`config.mk`:
```
export PLATFORM = sky130hd
export DESIGN_NAME = stkptr_engine
export DESIGN_NICKNAME = d
export VERILOG_FILES = /design/src/rtl/stkptr_pkg.sv /design/src/rtl/stkptr_ptr.sv /design/src/rtl/stkptr_seq.sv /design/src/rtl/stkptr_engine.sv
export SDC_FILE = /design/constraint.sdc
export NUM_CORES = 1
export LEC_CHECK = 0
export BUFFER_PORTS_ARGS = -buffer_cell sky130_fd_sc_hd__buf_2
export CORE_MARGIN = 4
export CORE_UTILIZATION = 49
export DETAILED_ROUTE_END_ITERATION = 8
export PLACE_DENSITY = 0.8
export SLEW_MARGIN = 20
export SYNTH_ARGS = -nofsm -noshare
export SYNTH_HDL_FRONTEND = slang
export SYNTH_SLANG_ARGS = --single-unit
```
`constraint.sdc`:
```
create_clock -name clk -period 2.1 [get_ports clk]
set_input_delay 0.21 -clock clk [delete_from_list [all_inputs] [get_ports clk]]
set_output_delay 0.21 -clock clk [all_outputs]
set_load 0.05 [all_outputs]
```
`src/rtl/stkptr_pkg.sv`:
```
`timescale 1ns/1ps
package stkptr_pkg;

    typedef enum logic [1:0] {
        S_IDLE   = 2'd0,
        S_FIRST  = 2'd1,
        S_SECOND = 2'd2
    } seq_state_t;

    typedef struct packed {
        logic pop;
        logic word;
        logic user;
    } stk_op_t;

    localparam int STK_SYS = 0;
    localparam int STK_USR = 1;

endpackage

```
`src/rtl/stkptr_ptr.sv`:
```
`timescale 1ns/1ps
module stkptr_ptr #(
    parameter int BYTE_W = 8,
    localparam int PTR_W = 2 * BYTE_W
) (
    input  logic             clk,
    input  logic             rst_n,
    input  logic             mode_wr,
    input  logic             mode_wdata,
    input  logic             hi_wr,
    input  logic             lo_wr,
    input  logic [BYTE_W-1:0] wdata,
    input  logic             step_en,
    input  logic             step_up,
    output logic             in_reg,
    output logic [PTR_W-1:0] ptr,
    output logic [PTR_W-1:0] push_addr,
    output logic [PTR_W-1:0] pop_addr
);
    logic [BYTE_W-1:0] hi_q, lo_q;
    logic              mode_q;
    logic [PTR_W-1:0]  full, full_dec, full_inc;
    logic [BYTE_W-1:0] lo_dec, lo_inc;

    always_comb begin
        full     = {hi_q, lo_q};
        full_dec = full - 1'b1;
        full_inc = full + 1'b1;
        lo_dec   = lo_q - 1'b1;
        lo_inc   = lo_q + 1'b1;
        // register space uses only the low byte, zero-extended
        push_addr = mode_q ? {{BYTE_W{1'b0}}, lo_dec} : full_dec;
        pop_addr  = mode_q ? {{BYTE_W{1'b0}}, lo_q}   : full;
        ptr       = full;
        in_reg    = mode_q;
    end

    always_ff @(posedge clk or negedge rst_n) begin
        if (!rst_n) begin
            hi_q   <= '0;
            lo_q   <= '0;
            mode_q <= 1'b1;
        end else if (step_en) begin
            if (mode_q) begin
                lo_q <= step_up ? lo_inc : lo_dec;
            end else begin
                {hi_q, lo_q} <= step_up ? full_inc : full_dec;
            end
        end else begin
            if (hi_wr)   hi_q   <= wdata;
            if (lo_wr)   lo_q   <= wdata;
            if (mode_wr) mode_q <= mode_wdata;
        end
    end

endmodule

```
`src/rtl/stkptr_seq.sv`:
```
`timescale 1ns/1ps
module stkptr_seq
    import stkptr_pkg::*;
#(
    parameter int BYTE_W = 8,
    localparam int PTR_W = 2 * BYTE_W
) (
    input  logic                  clk,
    input  logic                  rst_n,
    input  logic                  req_valid,
    input  logic                  req_pop,
    input  logic                  req_word,
    input  logic                  req_user,
    input  logic [PTR_W-1:0]      req_wdata,
    input  logic [BYTE_W-1:0]     rdata,
    input  logic [1:0][PTR_W-1:0] push_addr_v,
    input  logic [1:0][PTR_W-1:0] pop_addr_v,
    input  logic [1:0]            in_reg_v,
    output logic                  busy,
    output logic [1:0]            step_v,
    output logic                  step_up,
    output logic                  xfer_en,
    output logic                  xfer_wr,
    output logic                  xfer_mem,
    output logic [PTR_W-1:0]      xfer_addr,
    output logic [BYTE_W-1:0]     xfer_wdata,
    output logic [PTR_W-1:0]      pop_data,
    output logic                  op_done
);
    seq_state_t       state_q, state_d;
    stk_op_t          op_q;
    logic [PTR_W-1:0] wdata_q;
    logic             accept, last_xfer;

    // state register
    always_ff @(posedge clk or negedge rst_n) begin
        if (!rst_n) state_q <= S_IDLE;
        else        state_q <= state_d;
    end

    // next state
    always_comb begin
        state_d = state_q;
        unique case (state_q)
            S_IDLE:   if (req_valid) state_d = S_FIRST;
            S_FIRST:  state_d = op_q.word ? S_SECOND : S_IDLE;
            S_SECOND: state_d = S_IDLE;
            default:  state_d = S_IDLE;
        endcase
    end

    // outputs
    always_comb begin
        busy       = (state_q != S_IDLE);
        accept     = (state_q == S_IDLE) && req_valid;
        last_xfer  = ((state_q == S_FIRST) && !op_q.word) || (state_q == S_SECOND);
        xfer_en    = busy;
        xfer_wr    = busy && !op_q.pop;
        xfer_mem   = !in_reg_v[op_q.user];
        xfer_addr  = op_q.pop ? pop_addr_v[op_q.user] : push_addr_v[op_q.user];
        // low byte goes out first, so it lands at the higher address
        xfer_wdata = (state_q == S_SECOND) ? wdata_q[PTR_W-1:BYTE_W] : wdata_q[BYTE_W-1:0];
        step_v     = '0;
        step_v[op_q.user] = busy;
        step_up    = op_q.pop;
    end

    // captured request and results
    always_ff @(posedge clk or negedge rst_n) begin
        if (!rst_n) begin
            op_q     <= '0;
            wdata_q  <= '0;
            pop_data <= '0;
            op_done  <= 1'b0;
        end else begin
            op_done <= last_xfer;
            if (accept) begin
                op_q    <= '{pop: req_pop, word: req_word, user: req_user};
                wdata_q <= req_wdata;
            end
            if (op_q.pop && state_q == S_FIRST) begin
                if (op_q.word) pop_data[PTR_W-1:BYTE_W] <= rdata;
                else           pop_data <= {{BYTE_W{1'b0}}, rdata};
            end
            if (op_q.pop && state_q == S_SECOND) begin
                pop_data[BYTE_W-1:0] <= rdata;
            end
        end
    end

endmodule

```
`src/rtl/stkptr_engine.sv`:
```
`timescale 1ns/1ps
module stkptr_engine
    import stkptr_pkg::*;
#(
    parameter int BYTE_W = 8,
    localparam int PTR_W = 2 * BYTE_W,
    localparam int N_STK = 2
) (
    input  logic              clk,
    input  logic              rst_n,
    input  logic              req_valid,
    input  logic              req_pop,
    input  logic              req_word,
    input  logic              req_user,
    input  logic [PTR_W-1:0]  req_wdata,
    input  logic [BYTE_W-1:0] xfer_rdata,
    input  logic              sw_ptr_wr,
    input  logic [1:0]        sw_ptr_sel,
    input  logic [BYTE_W-1:0] sw_wdata,
    input  logic              sw_mode_wr,
    input  logic [1:0]        sw_mode,
    output logic              busy,
    output logic              xfer_en,
    output logic              xfer_wr,
    output logic              xfer_mem,
    output logic [PTR_W-1:0]  xfer_addr,
    output logic [BYTE_W-1:0] xfer_wdata,
    output logic [PTR_W-1:0]  pop_data,
    output logic              op_done,
    output logic [PTR_W-1:0]  sys_ptr,
    output logic [PTR_W-1:0]  usr_ptr,
    output logic [1:0]        stack_mode
);
    logic [N_STK-1:0][PTR_W-1:0] ptr_v, push_addr_v, pop_addr_v;
    logic [N_STK-1:0]            in_reg_v, step_v;
    logic                        step_up;

    stkptr_seq #(.BYTE_W(BYTE_W)) u_seq (
        .clk        (clk),
        .rst_n      (rst_n),
        .req_valid  (req_valid),
        .req_pop    (req_pop),
        .req_word   (req_word),
        .req_user   (req_user),
        .req_wdata  (req_wdata),
        .rdata      (xfer_rdata),
        .push_addr_v(push_addr_v),
        .pop_addr_v (pop_addr_v),
        .in_reg_v   (in_reg_v),
        .busy       (busy),
        .step_v     (step_v),
        .step_up    (step_up),
        .xfer_en    (xfer_en),
        .xfer_wr    (xfer_wr),
        .xfer_mem   (xfer_mem),
        .xfer_addr  (xfer_addr),
        .xfer_wdata (xfer_wdata),
        .pop_data   (pop_data),
        .op_done    (op_done)
    );

    for (genvar gi = 0; gi < N_STK; gi++) begin : g_stk
        logic sel_hit;
        assign sel_hit = sw_ptr_wr && !busy && (sw_ptr_sel[1] == gi[0]);

        stkptr_ptr #(.BYTE_W(BYTE_W)) u_ptr (
            .clk       (clk),
            .rst_n     (rst_n),
            .mode_wr   (sw_mode_wr && !busy),
            .mode_wdata(sw_mode[gi]),
            .hi_wr     (sel_hit && !sw_ptr_sel[0]),
            .lo_wr     (sel_hit && sw_ptr_sel[0]),
            .wdata     (sw_wdata),
            .step_en   (step_v[gi]),
            .step_up   (step_up),
            .in_reg    (in_reg_v[gi]),
            .ptr       (ptr_v[gi]),
            .push_addr (push_addr_v[gi]),
            .pop_addr  (pop_addr_v[gi])
        );
    end

    assign sys_ptr    = ptr_v[STK_SYS];
    assign usr_ptr    = ptr_v[STK_USR];
    assign stack_mode = in_reg_v;

endmodule

```
==> flow_metrics.tcl <==
set metrics [dict create \
    status "complete, but fails checks" \
    violations "negative setup slack" \
    grt_pass1_wl_um 29110 \
    hold_class "in -> reg" \
    syn_nets 648 \
    cp_max_fo 4 \
    critical_path_cell_count 9 \
    cts_sinks 72 \
    firstDrtPassIters 5 \
    crit_arrival_ns 2.41 \
    place_congestion 0.9548 \
    startpoint_type "register" \
    clockBufferDepth 2 \
    die_h_um 110.3 \
    routed_via_density 6.151 \
    synthFlopType "dfrtp_1" \
    r2r-end "g_stk[0].u_ptr.lo_q[7]$_DFFE_PN0P_" \
    totalWireLength_um 18670 \
    maxCapViolCount 0 \
    path_cells "buf_6 -> nor4_4 -> buf_4 -> nand4b_1 -> buf_4 -> o21ai_2 -> o21ai_1 -> a21o_2 -> buf_8" \
    num_antenna_cells 0 \
    cts_made_buffers 9 \
    critPathKind "reg -> out" \
    finalCritPeriodShare_pct 125.0 \
    fin_crit_ns 2.625 \
    core_mm2 0.01028 \
    crit_start "g_stk[0].u_ptr.lo_q[0]$_DFFE_PN0P_" \
    p_per_area_mw_per_mm2 1616 \
    routed-wl-met3_um 1750 \
    cp_slowest_cell "dfrtp_2" \
    insertion_delay_ns 0.37 \
    finalHoldViolations 0 \
    r2r-start "g_stk[0].u_ptr.lo_q[1]$_DFFE_PN0P_" \
    cp_num_buf_inv 4 \
    antenna_found_initial 0 \
    final_area_mm2 0.007376 \
    ios 123 \
    postSynthAreaPerCell_um2 8.546 \
    syn_to_final_growth_pct 43.85 \
    r2r_setup_slack_ns -0.08 \
    cp.required_ns 1.89 \
    slew-limit-headroom_pct 59.45 \
    place_hpwl_um 13930 \
    dieArea_mm2 0.01217 \
    cp_top_family "buffers and inverters" \
    grt_overflow 0 \
    synth_top_area_share_pct 34.16 \
    yosysSeqAreaShare_pct 35.19 \
    clkSlewWorstSetupHoldPaths_ns 0.08 \
    synth_cell_types 75 \
    cts_tree "done" \
    ys_seq_elements 72 \
    top_layer "met4" \
    nets 845 \
    hp-start "req_pop" \
    placed_area_mm2 0.006749 \
    end_kind "output pin" \
    fmax_mhz 381.0 \
    finalSetupViolCount 16 \
    ff2ff_path_depth 8 \
    slew_violations 0 \
    synth_edf_count 0 \
    port_buffers 122 \
    wl_met1_um 7278 \
    drive_gt1_share_pct 50.62 \
    grt_pass1_vias 5617 \
    max_stage_delay_ns 0.42 \
    synth_area_leader_cell "dfrtp_1" \
    clock_skew_ns 0.01142 \
    start_util_pct 49.89 \
    yosys-top-cells-area "dfrtp_1, mux2_2, nand2_1" \
    yosysWarnings 0 \
    vias 5770 \
    synth_area_mm2 0.005127 \
    place_inst 905 \
    netlist_instances 600 \
    drt_iter0_markers 474 \
    async_reset_ff_share_pct 100.0 \
    num_rows 37 \
    nFillCells 784 \
    die_x_um 110.3 \
    stdcell_count 938 \
    track_usage_pct 31.07 \
    vdd_drop_max_v 0.001044 \
    cts-htree-levels 3 \
    critPathMostFrequentCell "buf_4" \
    post_drt_wl_per_cell_um 19.91 \
    post-route-util_pct 71.77 \
    wl_met2_um 8934 \
    ant_nets 0 \
    tightest_slew_ns 0.6083 \
    rsz0062_at_grt "yes" \
    cts-root-buf "clkbuf_8" \
    crit_end "xfer_addr[13]" \
    grt_max_degree 34 \
    drc_errors 0 \
    p_leak_nw 3.178 \
    fin_ws_ns -0.5247 \
]
metal layers:
metal	GRT usage [%]	up-vias
li1	-	2628
met1	39.76	2777
met2	50.65	309
met3	6.232	56
met4	14.25	0
met5	0	-
stage by stage:
step                      setup TNS (ns)  setup slack [ns]  total power, mW  hold slack (ns)
after floorplan                  -0.8876           -0.3426            7.874         -0.08559
after global placement            -1.018           -0.2511            9.863           0.2348
after detailed placement          -1.545           -0.3312            10.04           0.2454
after CTS                         -4.970           -0.5242            11.63          0.04605
after global routing              -6.441           -0.5914            12.51          0.07074
final                             -5.311           -0.5247            11.92          0.05092
cells by family (layout without fill, tap and decap cells):
family | after synthesis | count (layout) | synth area share (%)
AND/OR/NAND/NOR | 232 | 232 | 24.04
AO/OA/AOI/OAI | 163 | 163 | 21.86
flip-flops | 72 | 72 | 35.19
buffers and inverters | 72 | 274 | 6.149
multiplexers | 43 | 43 | 9.395
XOR/XNOR | 14 | 14 | 2.391
adder cells (fa/ha/maj) | 4 | 4 | 0.9761
synth_stat cells (all sizes together) (5+ instances only):
| cell type | count |
|---|---|
| mux2i | 5 |
| xnor2 | 10 |
| a21o | 5 |
| mux2 | 38 |
| o22ai | 11 |
| or3 | 8 |
| a32oi | 5 |
| a22oi | 9 |
| and2 | 5 |
| nand2b | 5 |
| a21oi | 25 |
| nor3 | 23 |
| o31ai | 6 |
| nor2 | 36 |
| a31oi | 10 |
| nor4 | 14 |
| nand3 | 28 |
| nand4 | 9 |
| o21ai | 38 |
| nor3b | 5 |
| inv | 16 |
| buf | 28 |
| a2bb2oi | 8 |
| nand2 | 73 |
| dfrtp | 70 |
| clkbuf | 28 |
what timing repair did:
item,in CTS,in global routing
endpoints found under the hold margin,20,0
setup buffers,11,7
hold buffers,1,0
gates resized for setup,52,28
endpoints found under the setup margin,17,28
pin swaps,13,22
cell usage in the layout, fill, tap and decap left out, types with 6 or more instances in the layout:
master | Yosys | routed
nand2_1 | 72 | 71
buf_4 | 3 | 113
a31oi_1 | 10 | 9
mux2_2 | 38 | 38
o21ai_0 | 36 | 27
inv_1 | 16 | 10
clkbuf_8 | 0 | 9
buf_2 | 20 | 106
nand3_1 | 27 | 26
a21oi_1 | 25 | 20
nor4_1 | 11 | 9
nor2_1 | 35 | 29
xnor2_1 | 10 | 6
o22ai_1 | 11 | 9
nand4_1 | 8 | 8
a2bb2oi_1 | 8 | 7
buf_6 | 1 | 16
a22oi_1 | 9 | 8
nor3_2 | 4 | 9
or3_1 | 8 | 7
dfrtp_1 | 70 | 52
nor3_1 | 19 | 12
dfrtp_2 | 0 | 17
final cells by class:
class | instances | area (µm²) | area share [%]
clock buffers | 9 | 123.9 | 1.679
clock inverters | 7 | 76.32 | 1.035
inverters | 16 | 62.56 | 0.8482
multi-input cells | 456 | 3455 | 46.84
flip-flops and latches | 72 | 1829 | 24.80
well taps | 136 | 170.2 | 2.307
repair buffers | 242 | 1659 | 22.49
power breakdown:
| group | internal, mW | switching [mW] |
|---|---|---|
| clock network | 0.559 | 0.624 |
| registers | 1.97 | 0.627 |
| logic | 2.81 | 5.33 |
how the worst min path moves through the flow:
stage / end / cells after the start
after floorplan: g_stk[0].u_ptr.hi_q[0]$_DFFE_PN0P_ / 0
after global placement: u_seq.pop_data[1]$_DFFE_PN0P_ / 1
after detailed placement: u_seq.pop_data[1]$_DFFE_PN0P_ / 1
after CTS: u_seq.step_up$_DFFE_PN0P_ / 3
after global routing: u_seq.wdata_q[9]$_DFFE_PN0P_ / 2
final: u_seq.step_up$_DFFE_PN0P_ / 3
worst reg2reg max path: stages, from the launching register on:
cell	delay, ns
dfrtp_2	0.43
buf_6	0.13
buf_4	0.14
or4_1	0.53
buf_4	0.20
nor3_2	0.11
a41o_1	0.15
o21ai_0	0.10
a221o_1	0.30
(Power assumes the default switching activity.)
